File: src/rtl/sysrst_pkg.sv
package sysrst_pkg;
  typedef enum logic [1:0] {
    ST_RUN = 2'd0,
    ST_PIN = 2'd1,
    ST_BOD = 2'd2,
    ST_SEQ = 2'd3
  } rst_state_e;

  typedef enum logic [1:0] {
    CAUSE_NONE = 2'd0,
    CAUSE_POR  = 2'd1,
    CAUSE_PIN  = 2'd2,
    CAUSE_BOD  = 2'd3
  } rst_cause_e;
endpackage

File: src/rtl/sysrst_sync.sv
module sysrst_sync #(
  parameter logic RST_VAL = 1'b0
) (
  input  logic clk,
  input  logic arst,
  input  logic d,
  output logic q
);
  logic s1;

  always_ff @(posedge clk or posedge arst) begin
    if (arst) begin
      s1 <= RST_VAL;
      q  <= RST_VAL;
    end else begin
      s1 <= d;
      q  <= s1;
    end
  end
endmodule

File: src/rtl/sysrst_pinqual.sv
module sysrst_pinqual #(
  parameter int MIN_CYC = 10
) (
  input  logic clk,
  input  logic arst,
  input  logic pin_s,
  output logic pin_long
);
  localparam int CW = $clog2(MIN_CYC + 1);
  localparam logic [CW-1:0] SAT = CW'(MIN_CYC);
  localparam logic [CW-1:0] THR = CW'(MIN_CYC - 1);

  logic [CW-1:0] low_cnt;

  always_ff @(posedge clk or posedge arst) begin
    if (arst) begin
      low_cnt <= '0;
    end else if (pin_s) begin
      low_cnt <= '0;
    end else if (low_cnt != SAT) begin
      low_cnt <= low_cnt + 1'b1;
    end
  end

  // current sample is the MIN_CYC-th consecutive low one
  assign pin_long = !pin_s && (low_cnt >= THR);
endmodule

File: src/rtl/sysrst_fsm.sv
module sysrst_fsm
  import sysrst_pkg::*;
#(
  parameter int SEQ_LEN = 16
) (
  input  logic         clk,
  input  logic         arst,
  input  logic         run_en,
  input  logic         pin_long,
  input  logic         bod_hold,
  output rst_state_e   state,
  output rst_cause_e   cause
);
  localparam int SW = (SEQ_LEN > 1) ? $clog2(SEQ_LEN) : 1;
  localparam logic [SW-1:0] LAST = SW'(SEQ_LEN - 1);

  logic [SW-1:0] seq_cnt;

  always_ff @(posedge clk or posedge arst) begin
    if (arst) begin
      state   <= ST_SEQ;
      cause   <= CAUSE_POR;
      seq_cnt <= '0;
    end else if (!run_en) begin
      state   <= ST_SEQ;
      seq_cnt <= '0;
    end else if (pin_long) begin
      state <= ST_PIN;
      cause <= CAUSE_PIN;
    end else if (state == ST_PIN) begin
      state   <= ST_SEQ;
      seq_cnt <= '0;
    end else if (bod_hold) begin
      state <= ST_BOD;
      cause <= CAUSE_BOD;
    end else if (state == ST_BOD) begin
      state   <= ST_SEQ;
      seq_cnt <= '0;
    end else if (state == ST_SEQ) begin
      if (seq_cnt == LAST) begin
        state <= ST_RUN;
      end else begin
        seq_cnt <= seq_cnt + 1'b1;
      end
    end
  end
endmodule

File: src/rtl/sysrst_sequencer.sv
module sysrst_sequencer
  import sysrst_pkg::*;
#(
  parameter int PIN_MIN_CYC = 10,
  parameter int SEQ_LEN     = 16
) (
  input  logic       clk,
  input  logic       por_req,
  input  logic       ext_rst_n,
  input  logic       bod_low,
  input  logic       bod_en,
  output logic       sys_rst,
  output logic       core_hold,
  output logic       lp_hold,
  output logic [1:0] rst_cause
);
  logic       pin_s, bod_s, run_en, pin_long, core_q;
  rst_state_e state;
  rst_cause_e cause;

  sysrst_sync #(.RST_VAL(1'b1)) u_pin_sync (
    .clk(clk), .arst(por_req), .d(ext_rst_n), .q(pin_s));
  sysrst_sync #(.RST_VAL(1'b0)) u_bod_sync (
    .clk(clk), .arst(por_req), .d(bod_low), .q(bod_s));
  sysrst_sync #(.RST_VAL(1'b0)) u_rel_sync (
    .clk(clk), .arst(por_req), .d(1'b1), .q(run_en));

  sysrst_pinqual #(.MIN_CYC(PIN_MIN_CYC)) u_pinqual (
    .clk(clk), .arst(por_req), .pin_s(pin_s), .pin_long(pin_long));

  sysrst_fsm #(.SEQ_LEN(SEQ_LEN)) u_fsm (
    .clk(clk), .arst(por_req), .run_en(run_en), .pin_long(pin_long),
    .bod_hold(bod_en && bod_s), .state(state), .cause(cause));

  always_ff @(posedge clk or posedge por_req) begin
    if (por_req) core_q <= 1'b1;
    else         core_q <= sys_rst;
  end

  assign sys_rst   = (state != ST_RUN);
  assign lp_hold   = (state == ST_PIN);
  assign core_hold = sys_rst | core_q;
  assign rst_cause = cause;
endmodule

File: config.mk
export PLATFORM = sky130hd
export DESIGN_NAME = sysrst_sequencer
export DESIGN_NICKNAME = d
export VERILOG_FILES = /design/src/rtl/sysrst_pkg.sv /design/src/rtl/sysrst_sync.sv /design/src/rtl/sysrst_pinqual.sv /design/src/rtl/sysrst_fsm.sv /design/src/rtl/sysrst_sequencer.sv
export SDC_FILE = /design/constraint.sdc
export NUM_CORES = 1
export LEC_CHECK = 0
export BUFFER_PORTS_ARGS = -buffer_cell sky130_fd_sc_hd__buf_4
export CAP_MARGIN = 40
export CORE_ASPECT_RATIO = 1.2
export CORE_MARGIN = 1
export CORE_UTILIZATION = 45
export CTS_CLUSTER_DIAMETER = 60
export DETAILED_ROUTE_END_ITERATION = 16
export PLACE_DENSITY = 0.65
export SETUP_SLACK_MARGIN = 0.5
export SLEW_MARGIN = 20
export SYNTH_ARGS = -nofsm -noshare
export SYNTH_HDL_FRONTEND = slang
export SYNTH_SLANG_ARGS = --single-unit
File: constraint.sdc
create_clock -name clk -period 4.11 [get_ports clk]
set_clock_uncertainty 0.2 [all_clocks]
set_input_delay 0.411 -clock clk [delete_from_list [all_inputs] [get_ports clk]]
set_output_delay 0.411 -clock clk [all_outputs]
set_load 0.03 [all_outputs]
# Word-level counts from Yosys, hierarchy flattened
# Cells that the tools add are included.
[classes]
n_mux = 19
magnitude_cmp = 1
n_bitwise = 1
n_reduce_logical = 9
div_mod_pow = 0
mul = 0
shift = 0
eq_ne = 12
n_addsub = 2
[ops]
columns = ["operator", "count"]
rows = [
  ["$mux 4", 9],
  ["$mux 2", 10],
  ["$ne 6x3->1 const B", 2],
  ["$add 4x1->4 const B", 2],
  ["$reduce_bool 2->1", 3],
  ["$eq 2x2->1 const B", 2],
  ["$eq 4x4->1 const B", 1],
  ["$ge 4x4->1 const B", 1],
  ["$ne 4x2->1 const B", 1],
  ["$ne 4x3->1 const B", 1],
  ["$ne 4x4->1 const B", 1],
  ["$reduce_and 4->1", 1],
  ["$ne 3x3->1 const B", 1],
  ["$reduce_and 3->1", 1],
  ["$eq 2x1->1 const B", 1],
  ["$logic_and 1x1->1", 2],
  ["$ne 2x1->1 const B", 1],
  ["$ne 2x2->1 const B", 1],
  ["$reduce_and 2->1", 1],
  ["$logic_not 1->1", 1],
  ["$or 1x1->1", 1],
]
[totals]
n_memories = 0
inputBits = 5
latchBits = 0
word_cells = 55
ff_bits = 19
romBits = 0
output_inout_bits = 5
ramBits = 0

# Depth between registers and ports, before layout
# Gate-level depths: netlist (run 1).
[logic_depth]
word_depth = 8
ltp_mapped = 7
depth_no_buf = 6

# Modules after synthesis
# Synthesis (run 1) repeated with hierarchy kept, for this count alone.
[hier_totals]
cells_unflattened = 84
area_unflattened_um2 = 943.4
[by_module_without_submodules]
columns = ["mod", "instances", "area_per_inst_um2", "cells_per_inst", "seq_area_each_um2"]
rows = [
  ["sysrst_fsm", 1, 457.9, 43, 203.9],
  ["sysrst_pinqual", 1, 262.8, 25, 100.1],
  ["sysrst_sync (u_bod_sync ...)", 2, 53.8, 3, 50.0],
  ["sysrst_sequencer", 1, 58.8, 7, 26.3],
  ["sysrst_sync (u_pin_sync)", 1, 56.3, 3, 52.6],
]

# Worst setup path after synthesis (run 1)
# No wires, ideal clock.
[synth_path]
kind = "register to register"
startpoint = "register u_pinqual.low_cnt[0]"
endpoint = "register u_fsm.seq_cnt[0]"
path_stages_with_launch = 8
setup_ns = 0.079
n_path_buf = 1
t_arrival_ns = 1.604
setup_slack_ns = 2.227
required_ns = 3.831
period_less_slack_ns = 1.883
path_cell_list = "dfrtp_1 -> inv_1 -> ha_1 -> nor3b_1 -> nor3b_1 -> or2_0 -> buf_2 -> mux2i_1"
[synth_via]
elab_chain_cells = 4
[synth_lines]
columns = ["item", "line", "text"]
rows = [
  ["from (decl)", "sysrst_pinqual.sv:13", "logic [CW-1:0] low_cnt;"],
  ["from (signal assigned)", "sysrst_pinqual.sv:21", "low_cnt <= low_cnt + 1'b1;"],
  ["$ge 4x4->1", "sysrst_pinqual.sv:26", "assign pin_long = !pin_s && (low_cnt >= THR);"],
  ["$logic_and 1x1->1", "sysrst_pinqual.sv:26", ""],
  ["$ne 2x2->1 (no source line)", "-", ""],
  ["$reduce_and 4->1 (no source line)", "-", ""],
  ["to (signal assigned)", "sysrst_fsm.sv:43", "seq_cnt <= seq_cnt + 1'b1;"],
  ["to (decl)", "sysrst_fsm.sv:17", "logic [SW-1:0] seq_cnt;"],
]
# No other way between the ends.
# A chain may end at the register's enable or synchronous reset.

# Final worst setup path (run 1)
[layout_path]
startpoint = "register u_pinqual.low_cnt[0]"
endpoint = "register u_fsm.seq_cnt[1]"
# Same word-level chain as after synthesis.

==> results of run 1 <==
==> what timing repair did <==
| item | in CTS | in global routing |
|---|---|---|
| gates resized for setup | 0 | 0 |
| hold buffers | 1 | 1 |
| hold endpoints to repair | 1 | 1 |
==> routing by layer <==
metal,vias up,share of wire [%],wire [um]
li1,298,-,-
met1,296,44,624
met2,13,50,710
met3,5,2.8,39
met4,0,2.9,41
met5,-,0,0
==> placed cells by master (no fill, tap or decap), types with 2 or more instances in the layout <==
cell type / count
sky130_fd_sc_hd__nor2_1: 7
sky130_fd_sc_hd__dlygate4sd3_1: 2
sky130_fd_sc_hd__nand3_1: 3
sky130_fd_sc_hd__nand3b_1: 2
sky130_fd_sc_hd__xnor2_1: 2
sky130_fd_sc_hd__nor3b_1: 2
sky130_fd_sc_hd__xor2_1: 2
sky130_fd_sc_hd__nand2_1: 7
sky130_fd_sc_hd__mux2i_1: 3
sky130_fd_sc_hd__inv_1: 4
sky130_fd_sc_hd__dfstp_2: 6
sky130_fd_sc_hd__buf_4: 9
sky130_fd_sc_hd__ha_1: 5
sky130_fd_sc_hd__clkbuf_4: 3
sky130_fd_sc_hd__o21ai_0: 3
sky130_fd_sc_hd__a21oi_1: 4
sky130_fd_sc_hd__dfrtp_1: 13
==> cells by family (layout without fill, tap and decap cells) <==
group	after synthesis	count (layout)	share of synthesized area, %
AO/OA/AOI/OAI	13	13	8.899
XOR/XNOR	4	4	3.956
adder cells (fa/ha/maj)	5	5	7.062
buffers and inverters	7	19	3.248
flip-flops	19	19	54.52
multiplexers	3	3	3.390
other	1	1	0.4233
AND/OR/NAND/NOR	29	29	18.50
==> sequential cells by signal, summed over array words and instances, names as in the netlist <==
signal and flops:
u_fsm.seq_cnt 4, u_pin_sync.q 1, u_bod_sync.s1 1, u_rel_sync.s1 1, u_pin_sync.s1 1, u_fsm.state 2
u_rel_sync.q 1, u_bod_sync.q 1, u_fsm.cause 2, core_q 1, u_pinqual.low_cnt 4
==> critical path: stages, from the launching register on <==
cell and delay (ns):
sky130_fd_sc_hd__dfrtp_1 0.41, sky130_fd_sc_hd__inv_1 0.11, sky130_fd_sc_hd__ha_1 0.20, sky130_fd_sc_hd__nor3b_1 0.13, sky130_fd_sc_hd__nor3b_1 0.53, sky130_fd_sc_hd__or2_0 0.35, sky130_fd_sc_hd__mux2i_1 0.22
==> stage by stage <==
step	power [mW]	utilization (%)	hold WS, ns
after detailed placement	0.2373	52.06	0.1356
final	0.3289	54.63	0.003175
after global routing	0.3476	54.63	0.05100
after floorplan	0.2285	-	0.1312
after CTS	0.3338	54.09	0.007166
after global placement	0.2362	52.06	0.1342
==> worst max path at each step <==
stage	end
2_1_floorplan	u_fsm.seq_cnt[0]
3_3_place_gp	u_fsm.seq_cnt[1]
3_5_place_dp	u_fsm.seq_cnt[1]
4_1_cts	u_fsm.seq_cnt[1]
5_1_grt	u_fsm.seq_cnt[1]
6_report	u_fsm.seq_cnt[1]
==> layout make-up <==
type / instances / area share (%)
tap: 19 / 2.351
clock buffer: 3 / 2.228
inverter: 4 / 1.485
sequential: 19 / 47.77
clock inverter: 1 / 0.4950
multi-input combinational: 55 / 37.00
timing repair buffer: 11 / 8.663
==> power breakdown <==
| group | internal [mW] | leakage [nW] | total [mW] | switching [mW] |
|---|---|---|---|---|
| clock | 0.0363 | 0.0177 | 0.0940 | 0.0577 |
| sequential | 0.197 | 0.226 | 0.206 | 0.00932 |
| combinational | 0.0141 | 0.199 | 0.0289 | 0.0148 |
==> results.txt, run 1 <==
----------------------------------------------------
[Clock network]
  Cell chosen for the clock root ... sky130_fd_sc_hd__clkbuf_4
  Skew-Pair Late Insertion Delay ... 0.30 ns
  Max Buffers Root-to-Sink ... 2
  TritonCTS Buffers ... 3
  Total setup buffers inserted after CTS ... 0
  Clock transition at the register clock pins on the worst setup and hold paths after CTS ... 0.10 ns
  TritonCTS clock tree ... done
  Clk sink count ... 19
  H-tree level count ... 1

[Finish]
  Number of antenna cells inserted ... 0
  Count of placed standard cells in the final layout, fillers left out ... 112
  Relative area change from synthesis to final layout ... 14.12%
  Filler cell count ... around 180
  Flip-flop and latch area ... 483.0 um2
  Final instance area ... 0.001011 mm2
  Combined area of the multi-input logic cells ... 374.1 um2
  Final-stage net count ... 104
  Fraction of layout instances using a drive strength above 1 ... 25.81%

[Logic synthesis]
  Most instantiated library cell after synthesis ... sky130_fd_sc_hd__dfrtp_1
  Yosys reg bits ... 19
  Post-synth top area cell ... sky130_fd_sc_hd__dfrtp_1
  Gate count of the mapped netlist ... 81
  Count of yosys warnings during synthesis ... 0
  Seq/Total Area, Yosys ... 54.52%
  Number of nets produced by synthesis ... 91
  Number of synthesized flops with an enable pin ... 0
  Unique masters post-synth ... 31
  Post-Synthesis Cell Area ... around 900 um2
  Mean area per synthesized cell ... 10.94 um2
  Primary flip-flop cell chosen by synthesis mapping ... sky130_fd_sc_hd__dfrtp_1
  Most area-consuming cells after synthesis ... sky130_fd_sc_hd__dfrtp_1, sky130_fd_sc_hd__dfstp_2, sky130_fd_sc_hd__ha_1, sky130_fd_sc_hd__mux2i_1, sky130_fd_sc_hd__nand2_1
  Area fraction of the dominant cell type after synthesis ... 36.72%
  Most instantiated cells after synthesis ... sky130_fd_sc_hd__dfrtp_1, sky130_fd_sc_hd__nand2_1, sky130_fd_sc_hd__nor2_1
  Async set or reset register ratio after synthesis ... 100.0%

[Global routing]
  Fraction of met1 tracks used by global routing ... approximately 16%
  Pin count of the biggest net entering global routing ... 20
  Total global routing overflow ... 0
  Global-route track usage on met3 ... 2.158%
  Layer with the highest usage ... met2
  First-pass GRT wire length ... 2311 um
  Global-route usage over all layers ... 14.44%
  Antenna violations before repair ... 0
  Vias in the first global route ... 576
  Met2 Resource Use GR ... roughly 26%

[Setup path]
  Cells on worst reg2reg path ... 6
  Reg-to-reg setup timing slack ... 1.89 ns
  Kind of end point of the critical path ... flip-flop
  Data arrival time of the worst path ... 2.25 ns
  CP startpoint ... u_pinqual.low_cnt[0]
  Reg2Reg Launch Point ... u_pinqual.low_cnt[0]
  Highest net fanout along the worst path ... 7
  Crit Reg-Reg Endpoint ... u_fsm.seq_cnt[1]
  CP required ... 4.14 ns
  Worst Path Class, Setup ... reg -> reg
  Worst Setup Start Kind ... flip-flop

[Place]
  Placer's final routability congestion estimate ... 0.7724
  I/O Buffers ... 9
  Post-DP HPWL ... between 1000 and 1500 um
  # placed instances ... 106
  Placed inst area ... 963.4 um2
  Post-place setup slack ... 1.926 ns

[Floorplan]
  Core Area ... between 0.0015 and 0.002 mm2
  Die width ... 42.50 um
  Die Outline Area ... about 0.0022 mm2
  Count of boundary I/O pins ... 10
  Initial core utilization ... 47.87%
  Rows ... 17
  Die height ... 50.60 um

[STA]
  Least-Margin Pin Slew ... roughly 0.7 ns
  Max-slew headroom at the worst pin ... 54.39%
  Final setup violation count ... 0
  Min setup slack post-route ... 1.888 ns
  Minimum clock period after layout ... ~2.2 ns
  Fin. Hold Viols ... 0
  Max-slew violation count ... 0
  Setup_tns ... 0 ns
  Highest clock rate ... 450.1 MHz
  Ratio of final minimum period to clock period ... 54.06%
  Unrepaired setup endpoints after global routing ... false

[Routing]
  First drt pass iteration count ... 4
  Number of remaining DRC errors ... 0
  Total via count after detailed routing ... 612
  Post-route ant nets ... 0
  Detailed router's first-iteration violation count ... 4
  Final wirelength ... around 1400 um
  Routed WL per cell ... around 13 um
  Via-per-instance ratio ... 5.464

[Run]
  Number of max-capacitance violations reported ... 0

[Outcome]
  Status ... finished clean

[Power]
  Static leakage power ... around 0.44 nW
  Peak VDD IR ... around 0.22 mV
  Total power per unit cell area ... around 330 mW/mm2

[Hold path]
  Hold Crit Class ... in -> async

----------------------------------------------------
No activity file was read; power rests on OpenSTA's default activity.
==> run 2: changes to the inputs <==
ABC_AREA = 1   (was unset)
clock period = 2.06 ns   (was 4.11 ns; I/O delays follow)
==> run 2 against run 1 <==
Compared with the run above: flip-flop and latch count did not move; count of clock-buffer cells in the layout rose by 1; setup slack got worse by 1.4 ns; critical path depth fell by 2; design area rose by 18%; wire length rose by 14%; first-iteration DRC count rose to 3.8 times the previous value; sequential power rose by 130%; die area rose by 3.3%.
==> results.txt, run 2 <==
----------------------------------------------------
[Outcome]
  Status ... finished clean (unchanged)

[Global routing]
  Pin count of the biggest net entering global routing ... 20 (unchanged)
  First-pass GRT wire length ... 2794 um (was 2311 um)
  Antenna violations before repair ... 0 (unchanged)
  Total global routing overflow ... 0 (unchanged)
  Vias in the first global route ... 712 (was 576)
  Global-route usage over all layers ... 16.62% (was 14.44%)

[Power]
  Total power per unit cell area ... 784.2 mW/mm2 (was 325.4 mW/mm2)
  Internal power summed over all cells ... 0.6373 mW (was 0.2471 mW)
  Sw Ratio ... 32.13% (was 24.88%)
  Switching Power ... 0.3017 mW (was 0.08184 mW)
  Peak VDD IR ... 0.4660 mV (was 0.2173 mV)
  Fraction of power consumed by the clock network ... 19.4% (was 28.6%)
  Static leakage power ... 0.5960 nW (was 0.4429 nW)
  Combinational cell fraction of total power ... 30.9% (was 8.8%)
  Sequential power share ... 49.8% (was 62.6%)

[Setup path]
  Number of cells on the critical path ... 4 (was 6)
  Kind of end point of the critical path ... primary output (was flip-flop)
  Cells on worst reg2reg path ... 7 (was 6)
  Worst Path Class, Setup ... reg -> out (was reg -> reg)
  Worst Setup Start Kind ... flip-flop (unchanged)
  Highest net fanout along the worst path ... 3 (was 7)
  Crit path max-delay family ... flip-flops (was simple AND/OR/NAND/NOR gates)
  Critical path buffers and inverters ... 2 (was 1)
  Max incr delay on CP ... 0.58 ns (was 0.53 ns)
  CP required ... 1.65 ns (was 4.14 ns)
  Data arrival time of the worst path ... 1.21 ns (was 2.25 ns)
  CP max stage cell ... sky130_fd_sc_hd__dfstp_2 (was sky130_fd_sc_hd__nor3b_1)
  Cell-by-cell listing of the critical path ... inv_2 -> nand2_4 -> or2_4 -> buf_6 (was inv_1 -> ha_1 -> nor3b_1 -> nor3b_1 -> or2_0 -> mux2i_1)

[Finish]
  Combined area of the multi-input logic cells ... 424.2 um2 (was 374.1 um2)
  Number of antenna cells inserted ... 0 (unchanged)
  Filler cell count ... 152 (was 175)
  Relative area change from synthesis to final layout ... 30.74% (was 14.12%)
  Fraction of layout instances using a drive strength above 1 ... 38.40% (was 25.81%)
  Flip-flop and latch area ... 483.0 um2 (unchanged)
  Regs by FF count ... u_fsm.seq_cnt (4), u_pinqual.low_cnt (4) (unchanged)
  Commonest non-fill, non-tap cell in the layout ... sky130_fd_sc_hd__nand2_1 (was sky130_fd_sc_hd__dfrtp_1)
  Commonest cells after routing, fill and taps aside ... sky130_fd_sc_hd__nand2_1, sky130_fd_sc_hd__buf_4, sky130_fd_sc_hd__dfrtp_1, sky130_fd_sc_hd__nand3_1, sky130_fd_sc_hd__inv_1 (was sky130_fd_sc_hd__dfrtp_1, sky130_fd_sc_hd__buf_4, sky130_fd_sc_hd__nand2_1, sky130_fd_sc_hd__nor2_1, sky130_fd_sc_hd__dfstp_2)
  Final-stage net count ... 136 (was 104)

[Clock network]
  TritonCTS Buffers ... 3 (unchanged)
  Clock transition at the register clock pins on the worst setup and hold paths after CTS ... 0.10 ns (about the same)
  H-tree level count ... 1 (unchanged)
  Cell chosen for the clock root ... sky130_fd_sc_hd__clkbuf_4 (unchanged)
  Clk sink count ... 19 (unchanged)
  TritonCTS clock tree ... done (unchanged)
  Max Buffers Root-to-Sink ... 2 (unchanged)
  Skew-Pair Late Insertion Delay ... 0.29 ns (was 0.30 ns)

[STA]
  Unrepaired setup endpoints after global routing ... true (was false)
  Fin. Hold Viols ... 0 (unchanged)
  Least-Margin Pin Slew ... 0.6812 ns (was 0.6835 ns)
  Ratio of final minimum period to clock period ... 78.45%
  Max-slew headroom at the worst pin ... 54.54% (was 54.39%)
  Minimum clock period after layout ... between 1.5 and 2 ns
  Minimum hold slack ... 0.1638 ns (was 0.003175 ns)
  Max-slew violation count ... 0 (unchanged)
  Setup_tns ... 0 ns (unchanged)
  Highest clock rate ... around 620 MHz
  Final setup violation count ... 0 (unchanged)

[Routing]
  Routed WL per cell ... 11.20 um (was 12.63 um)
  First drt pass iteration count ... 4 (unchanged)
  Via-per-instance ratio ... 4.958 (was 5.464)
  Number of remaining DRC errors ... 0 (unchanged)
  Final wirelength ... 1613 um (was 1415 um)
  Total via count after detailed routing ... 714 (was 612)
  Detailed router's first-iteration violation count ... 15 (was 4)
  Post-route ant nets ... 0 (unchanged)

[Logic synthesis]
  Async set or reset register ratio after synthesis ... 100.0% (unchanged)
  Most instantiated library cell after synthesis ... sky130_fd_sc_hd__nand2_1 (was sky130_fd_sc_hd__dfrtp_1)
  Post-synth top area cell ... sky130_fd_sc_hd__dfrtp_1 (unchanged)
  Count of yosys warnings during synthesis ... 0 (unchanged)
  Seq/Total Area, Yosys ... 52.73% (was 54.52%)
  Primary flip-flop cell chosen by synthesis mapping ... sky130_fd_sc_hd__dfrtp_1 (unchanged)
  Post-Synthesis Cell Area ... 915.9 um2 (was 885.9 um2)
  Number of synthesized flops with an enable pin ... 0 (unchanged)
  Most instantiated cells after synthesis ... sky130_fd_sc_hd__nand2_1, sky130_fd_sc_hd__dfrtp_1, sky130_fd_sc_hd__inv_1, sky130_fd_sc_hd__nand3_1, sky130_fd_sc_hd__nor2_1 (was sky130_fd_sc_hd__dfrtp_1, sky130_fd_sc_hd__nand2_1, sky130_fd_sc_hd__nor2_1)
  Number of nets produced by synthesis ... 110 (was 91)
  Unique masters post-synth ... 21 (was 31)
  Area fraction of the dominant cell type after synthesis ... 35.52% (was 36.72%)
  Most area-consuming cells after synthesis ... sky130_fd_sc_hd__dfrtp_1, sky130_fd_sc_hd__dfstp_2, sky130_fd_sc_hd__nand2_1, sky130_fd_sc_hd__ha_1, sky130_fd_sc_hd__nand3_1 (was sky130_fd_sc_hd__dfrtp_1, sky130_fd_sc_hd__dfstp_2, sky130_fd_sc_hd__ha_1, sky130_fd_sc_hd__mux2i_1, sky130_fd_sc_hd__nand2_1)
  Gate count of the mapped netlist ... 100 (was 81)
  Mean area per synthesized cell ... 9.159 um2 (was 10.94 um2)
  Yosys reg bits ... 19 (unchanged)

[Floorplan]
  Count of boundary I/O pins ... 10 (unchanged)
  Die height ... 51.42 um (was 50.60 um)
  Initial core utilization ... 48.93% (was 47.87%)
  Die Outline Area ... 0.002221 mm2 (was 0.002151 mm2)
  Rows ... 17 (unchanged)
  Core Area ... 0.001872 mm2 (was 0.001851 mm2)
  Die width ... 43.19 um (was 42.50 um)

[Run]
  Number of max-capacitance violations reported ... 0 (unchanged)

[Hold path]
  Hold Crit Class ... reg -> reg (was in -> async)
  Hold-critical path depth ... 0

[Place]
  Placer's final routability congestion estimate ... 0.7898 (was 0.7724)
  Post-DP HPWL ... 1074 um (was 1032 um)
  I/O Buffers ... 9 (unchanged)

----------------------------------------------------
==> run 2: power groups by stage <==
stage                     Clock [mW]  Combinational, mW  Sequential (mW)
after floorplan                    0              0.140            0.477
after global placement             0              0.195            0.474
after detailed placement           0              0.196            0.476
after CTS                      0.191              0.252            0.465
after global routing           0.204              0.323            0.472
final                          0.182              0.290            0.467
==> run 2: cell type report <==
type	instances	area share (%)
Clock buffer	4	2.194
Inverter	15	5.120
Multi-Input combinational cell	66	35.42
Sequential cell	19	40.33
Tap cell	19	1.985
Timing Repair Buffer	21	14.94
==> run 2: kinds of logic after synthesis <==
kind of cell,synth area share [%]
fa+ha+maj,6.831
compound gates,6.420
buf+inv,6.147
simple gates,25.55
other cells,0.4094
flops,52.73
xor+xnor,1.913
==> run 2: routing by layer <==
metal / wire length [um] / vias up / global-route usage, %
met4: 10 / 0 / 7.576
met1: 721 / 330 / 22.02
met5: 0 / - / 0
met2: 832 / 17 / 26.12
met3: 48 / 2 / 3.180
li1: - / 365 / -
==> run 2: worst register-to-register path: cells and delay by family, from the launching register on <==
family	cells	cell delay, ns
AOI/OAI and AO/OA	1	0.12
buffers and inverters	2	0.21
DFF	1	0.58
and+or+nand+nor	4	0.33
==> run 2: through the flow <==
step / total power [mW] / utilization [%] / instance area (um2) / setup WS [ns] / cells
3_3_place_gp: 0.6687 / 53.81 / 1007 / 0.5107 / 128
4_1_cts: 0.9089 / 61.16 / 1145 / 0.4375 / 142
3_5_place_dp: 0.6711 / 53.81 / 1007 / 0.4697 / 128
2_1_floorplan: 0.6178 / - / 915.9 / 0.5397 / 100
6_report: 0.9390 / 63.97 / 1197 / 0.4438 / 144
5_1_grt: 0.9996 / 63.97 / 1197 / 0.4005 / 144
==> run 2: repair_timing <==
item                                   CTS  global route
endpoints found under the hold margin   16             0
hold buffers                             4             0
resized for setup                       11            10
buffers inserted                         6             2
setup endpoints to repair                7             8
pin swaps                                2             3
==> run 2: final timing paths <==
kind	start	endpoint	slack, ns
worst min register to register	u_pin_sync.s1	u_pin_sync.q	0.16
worst min-delay path	u_pin_sync.s1	u_pin_sync.q	0.16
worst max register to register	u_fsm.state[0]	u_fsm.seq_cnt[2]	0.53
max in group asynchronous	por_req	u_pinqual.low_cnt[1]	0.86
min in group asynchronous	por_req	u_fsm.cause[1]	0.37
worst max-delay path	u_fsm.state[0]	core_hold	0.44
